--- config.mk ---
export PLATFORM = sky130hd
export DESIGN_NAME = scl_timing_gen
export DESIGN_NICKNAME = d
export VERILOG_FILES = /design/src/rtl/scl_pkg.sv /design/src/rtl/scl_prescaler.sv /design/src/rtl/scl_phase_ctr.sv /design/src/rtl/scl_timing_gen.sv
export SDC_FILE = /design/constraint.sdc
export NUM_CORES = 1
export LEC_CHECK = 0
export ABC_AREA = 1
export BUFFER_PORTS_ARGS = -buffer_cell sky130_fd_sc_hd__buf_2
export CORE_MARGIN = 2
export CORE_UTILIZATION = 45
export CTS_BUF_LIST = sky130_fd_sc_hd__clkbuf_16
export DETAILED_ROUTE_END_ITERATION = 10
export PLACE_DENSITY = 0.61
export SYNTH_ARGS = -nofsm -noshare
export SYNTH_HDL_FRONTEND = slang
export SYNTH_SLANG_ARGS = --single-unit
--- constraint.sdc ---
create_clock -name clk -period 4.3 [get_ports clk]
set_clock_uncertainty 0.05 [all_clocks]
set_input_delay 0.43 -clock clk [delete_from_list [all_inputs] [get_ports clk]]
set_output_delay 0.43 -clock clk [all_outputs]
set_load 0.05 [all_outputs]
--- src/rtl/scl_pkg.sv ---
package scl_pkg;

    localparam int SCGD_W      = 6;
    localparam int CDF_MAX_W   = 3;
    localparam int COMP_MAX_W  = 8;
    localparam int BASE_TICKS  = 20;
    localparam int STEP_SHIFT  = 3;
    localparam int PH_W        = 10;

    typedef struct packed {
        logic [CDF_MAX_W-1:0]  cdf;
        logic [SCGD_W-1:0]     scgd;
        logic [COMP_MAX_W-1:0] comp;
    } scl_cfg_t;

    function automatic logic [PH_W-1:0] period_ticks(scl_cfg_t c);
        return PH_W'(BASE_TICKS) + (PH_W'(c.scgd) << STEP_SHIFT) + PH_W'(c.comp);
    endfunction

    function automatic logic [PH_W-1:0] low_ticks(logic [PH_W-1:0] p);
        return (p + PH_W'(1)) >> 1;
    endfunction

endpackage

--- src/rtl/scl_prescaler.sv ---
module scl_prescaler
    import scl_pkg::*;
(
    input  logic                 clk,
    input  logic                 rst,
    input  logic                 en,
    input  logic [CDF_MAX_W-1:0] div_m1,
    output logic                 tick
);
    logic [CDF_MAX_W-1:0] cnt;

    assign tick = en && (cnt == div_m1);

    always_ff @(posedge clk) begin
        if (rst || !en)
            cnt <= '0;
        else if (tick)
            cnt <= '0;
        else
            cnt <= cnt + 1'b1;
    end
endmodule

--- src/rtl/scl_phase_ctr.sv ---
module scl_phase_ctr
    import scl_pkg::*;
(
    input  logic            clk,
    input  logic            rst,
    input  logic            en,
    input  logic            tick,
    input  logic [PH_W-1:0] period,
    input  logic [PH_W-1:0] low_len,
    input  logic            line_in,
    output logic            drive_low,
    output logic            boundary,
    output logic            rise
);
    logic [PH_W-1:0] ph;
    logic            in_high;
    logic            stall;
    logic            adv;
    logic            last;

    assign in_high   = ph >= low_len;
    assign stall     = in_high && !line_in;
    assign adv       = en && tick && !stall;
    assign last      = ph == (period - 1'b1);
    assign boundary  = adv && last;
    assign rise      = en && tick && (ph == (low_len - 1'b1));
    assign drive_low = en && !in_high;

    always_ff @(posedge clk) begin
        if (rst || !en)
            ph <= '0;
        else if (adv)
            ph <= last ? '0 : ph + 1'b1;
    end
endmodule

--- src/rtl/scl_timing_gen.sv ---
module scl_timing_gen
    import scl_pkg::*;
#(
    parameter int CDF_W  = 2,
    parameter int COMP_W = 4
) (
    input  logic                     clk,
    input  logic                     rst,
    input  logic                     run,
    input  logic [CDF_W+SCGD_W-1:0]  div_cfg,
    input  logic [COMP_W-1:0]        comp_ticks,
    input  logic                     scl_in,
    output logic                     scl_out,
    output logic                     fall_stb,
    output logic                     rise_stb
);
    localparam int CFG_W = CDF_W + SCGD_W;

    scl_cfg_t        cfg_next;
    scl_cfg_t        cfg_q;
    logic            active;
    logic            tick;
    logic            drive_low;
    logic [PH_W-1:0] period;
    logic [PH_W-1:0] low_len;

    generate
        if (CDF_W == CDF_MAX_W) begin : g_wide_cdf
            assign cfg_next.cdf = div_cfg[CDF_W-1:0];
        end else begin : g_narrow_cdf
            assign cfg_next.cdf = CDF_MAX_W'(div_cfg[CDF_W-1:0]);
        end
    endgenerate

    assign cfg_next.scgd = div_cfg[CFG_W-1:CDF_W];
    assign cfg_next.comp = COMP_MAX_W'(comp_ticks);

    assign active  = run && !rst;
    assign period  = period_ticks(cfg_q);
    assign low_len = low_ticks(period);

    always_ff @(posedge clk) begin
        if (rst || !run || fall_stb)
            cfg_q <= cfg_next;
    end

    scl_prescaler u_pre (
        .clk    (clk),
        .rst    (rst),
        .en     (active),
        .div_m1 (cfg_q.cdf),
        .tick   (tick)
    );

    scl_phase_ctr u_ph (
        .clk       (clk),
        .rst       (rst),
        .en        (active),
        .tick      (tick),
        .period    (period),
        .low_len   (low_len),
        .line_in   (scl_in),
        .drive_low (drive_low),
        .boundary  (fall_stb),
        .rise      (rise_stb)
    );

    assign scl_out = !drive_low;
endmodule

==> impl_metrics.env <==
export IMPL_synth_ff_type="dfxtp_1"
export IMPL_first_pass_iters=4
export IMPL_cp_start_kind="flop"
export IMPL_hold_end="cfg_q[0]"
export IMPL_grt_max_degree=16
export IMPL_rr_startpoint="cfg_q[2]"
export IMPL_numCtsBuffers=3
export IMPL_p_leak_uw=0.001168
export IMPL_nNetsFinal=395
export IMPL_grt_pass1_vias=2105
export IMPL_antenna_found_initial=0
export IMPL_cp_arrival_ns=3.44
export IMPL_critPathRequiredTime_ns=3.82
export IMPL_slew_violations=0
export IMPL_yosysTopAreaCell="edfxtp_1"
export IMPL_global_route_usage_total_pct=18.46
export IMPL_grt_pass1_wl_um=9025
export IMPL_reg2reg_to="cfg_q[11]"
export IMPL_die_area_um2=5910
export IMPL_period_share_pct=91.15
export IMPL_drt_total_wl_um=4762
export IMPL_hpwlAfterDp_um=3946
export IMPL_num_vias=2090
export IMPL_holdCritStartpoint="comp_ticks[0]"
export IMPL_finalCriticalPeriod_ns=3.919
export IMPL_maxCapViolCount=0
export IMPL_synth_cell_types=37
export IMPL_relSlewSlack_pct=56.75
export IMPL_powerDensity_nw_per_um2=274.4
export IMPL_setup_viol=0
export IMPL_clk_pin_slew_ns=0.07
export IMPL_hold_path_depth=1
export IMPL_drive_above_1_share_pct=19.56
export IMPL_hold_path_class="primary input to flop"
export IMPL_syn_avg_cell_area_um2=6.947
export IMPL_r2r_cells=20
export IMPL_crit_fanout=12
export IMPL_yosysWarnings=0
export IMPL_final_hold_violation_count=0
export IMPL_fin_setup_tns_ns=0
export IMPL_cts_root_buf="clkbuf_16"
export IMPL_start_util_pct=46.79
export IMPL_tritoncts="done"
export IMPL_placementRows=26
export IMPL_fmax_ghz=0.2551
export IMPL_yosysSeqAreaShare_pct=25.97
export IMPL_syn_inst=344
export IMPL_vdd_drop_max_mv=0.1783
export IMPL_post_cts_buffers=0
export IMPL_drc=0
export IMPL_dp_cells=429
export IMPL_clk_latency_ns=0.26
export IMPL_core_area_um2=5107
export IMPL_syn_nets=375
export IMPL_n_antenna_cell=0
export IMPL_stdcell_count=433
export IMPL_yosys_top_cells_area="edfxtp_1 15%, nand2_1 13%, dfxtp_1 11%"
export IMPL_synth_top_cell_area_share_pct=15.08
export IMPL_wire_per_inst_um=11.00
export IMPL_crit_type="flop to output port"
export IMPL_synth_edff_count=12
export IMPL_synth_common_cells="80 x nand2_1, 41 x nand3_1, 38 x inv_1"
export IMPL_drtAntennaViolNets=0
export IMPL_rsz0062_at_grt="false"
export IMPL_nFillCells=536
export IMPL_gp_congestion=0.8276
export IMPL_worstMarginPinSlew_ns=0.6472
export IMPL_holdBufCountCts=0
export IMPL_endpoint_kind="output port"
export IMPL_synth_async_sr_flop_share_pct=0
export IMPL_reg2reg_slack_ns=0.64
export IMPL_mappedNetlistArea_um2=2390
export IMPL_ios=19
export IMPL_yosysMostFrequentCell="nand2_1"
export IMPL_cts_sinks=25
export IMPL_grt_overflow=0
export IMPL_viasPerCell=4.827
export IMPL_cts_buffer_depth=2
export IMPL_ys_seq_elements=25
export IMPL_drtIter0Drc=89
export IMPL_synthToLayoutAreaGrowth_pct=10.63
export IMPL_status="finished clean"
export IMPL_htreeDepth=1
export IMPL_portBuffers=18
export IMPL_die_width_um=76.88
export IMPL_chipHeight_um=76.88
-- cell type report --
cell class / instances / area [um2] / share of cell area [%]
clock buffer: 3 / 75.07 / 2.840
clock inverter: 1 / 6.256 / 0.2366
inverter: 46 / 173.9 / 6.578
multi-input combinational: 268 / 1573 / 59.49
sequential: 25 / 620.6 / 23.47
tap: 70 / 87.58 / 3.313
timing repair buffer: 20 / 107.6 / 4.070
-- metal layers --
| layer | wire [um] | vias to the layer above | GRT usage, % |
|---|---|---|---|
| li1 | - | 1140 | - |
| met1 | 2463 | 924 | 24.47 |
| met2 | 2157 | 19 | 31.84 |
| met3 | 79 | 7 | 2.000 |
| met4 | 62 | 0 | 4.909 |
| met5 | 0 | - | 0 |
-- placed cells by master, fill, tap and decap left out, drive strengths merged, types with 3 or more instances in the layout --
cell type / synthesis / layout
or2: 3 / 3
a21oi: 14 / 14
xor2: 18 / 18
xnor2: 9 / 9
ha: 14 / 14
edfxtp: 12 / 12
clkinv: 3 / 3
clkbuf: 3 / 3
inv: 43 / 44
o21ai: 5 / 5
nor2: 40 / 40
nor3: 4 / 4
nand2: 101 / 101
nand4: 6 / 6
dfxtp: 13 / 13
buf: 2 / 20
nand3: 47 / 47
-- flip-flops by register name (all words and copies together) (netlist names) --
name	count
cfg_q	12
u_ph.ph	10
u_pre.cnt	3
-- cells by family after synthesis --
family | after synthesis | synth area share [%]
flip-flops | 25 | 25.97
buffers and inverters | 51 | 8.848
AND/OR/NAND/NOR | 205 | 41.99
AO/OA/AOI/OAI | 21 | 4.817
XOR/XNOR | 27 | 10.21
adder cells (fa/ha/maj) | 15 | 8.168
-- power by group --
part	total, uW	switching, uW	internal [uW]	leakage (uW)
sequential	273	10.3	263	0.000227
clock	215	88.3	127	0.0000414
combinational	237	150	87.2	0.000899
-- stage by stage --
step / utilization [%] / setup slack (ns) / instance area, um2 / total power (uW) / hold WS, ns
2_1_floorplan: - / 0.04107 / 2390 / 468.9 / 0.3790
3_3_place_gp: 49.83 / 0.5899 / 2545 / 509.9 / 0.4012
3_5_place_dp: 49.83 / 0.4857 / 2545 / 513.1 / 0.4032
4_1_cts: 51.42 / 0.1241 / 2626 / 731.0 / 0.2832
5_1_grt: 51.76 / 0.008562 / 2644 / 782.6 / 0.2813
6_report: 51.76 / 0.3805 / 2644 / 725.6 / 0.2861
-- worst max-delay path by stage --
stage	start	to	slack, ns	cells after the start
5_1_grt	cfg_q[2]	fall_stb	0.009	21
3_5_place_dp	cfg_q[2]	fall_stb	0.49	21
2_1_floorplan	cfg_q[2]	fall_stb	0.04	21
6_report	cfg_q[2]	fall_stb	0.38	21
4_1_cts	cfg_q[2]	fall_stb	0.12	21
3_3_place_gp	cfg_q[2]	fall_stb	0.59	21
-- repair_timing --
item	4_1_cts	5_1_grt
endpoints found under the setup margin	0	1
endpoints found under the hold margin	0	0
gates resized for setup	0	5
-- critical path, cell delays in order, from the launching register on --
cell       delay (ns)
edfxtp_1         0.35
inv_1            0.10
fa_2             0.44
inv_1            0.09
nand2_1          0.05
nand2_1          0.13
nand3_2          0.14
xor2_2           0.23
inv_1            0.10
ha_1             0.27
nand2_1          0.08
nor2_1           0.05
o21ai_0          0.07
o2111ai_1        0.14
nand2_1          0.10
nand3_2          0.06
nand2_2          0.08
nand2_2          0.06
nand2_4          0.13
nand2_4          0.12
nor3_1           0.16
buf_4            0.23
No activity file was read; power rests on OpenSTA's default activity.
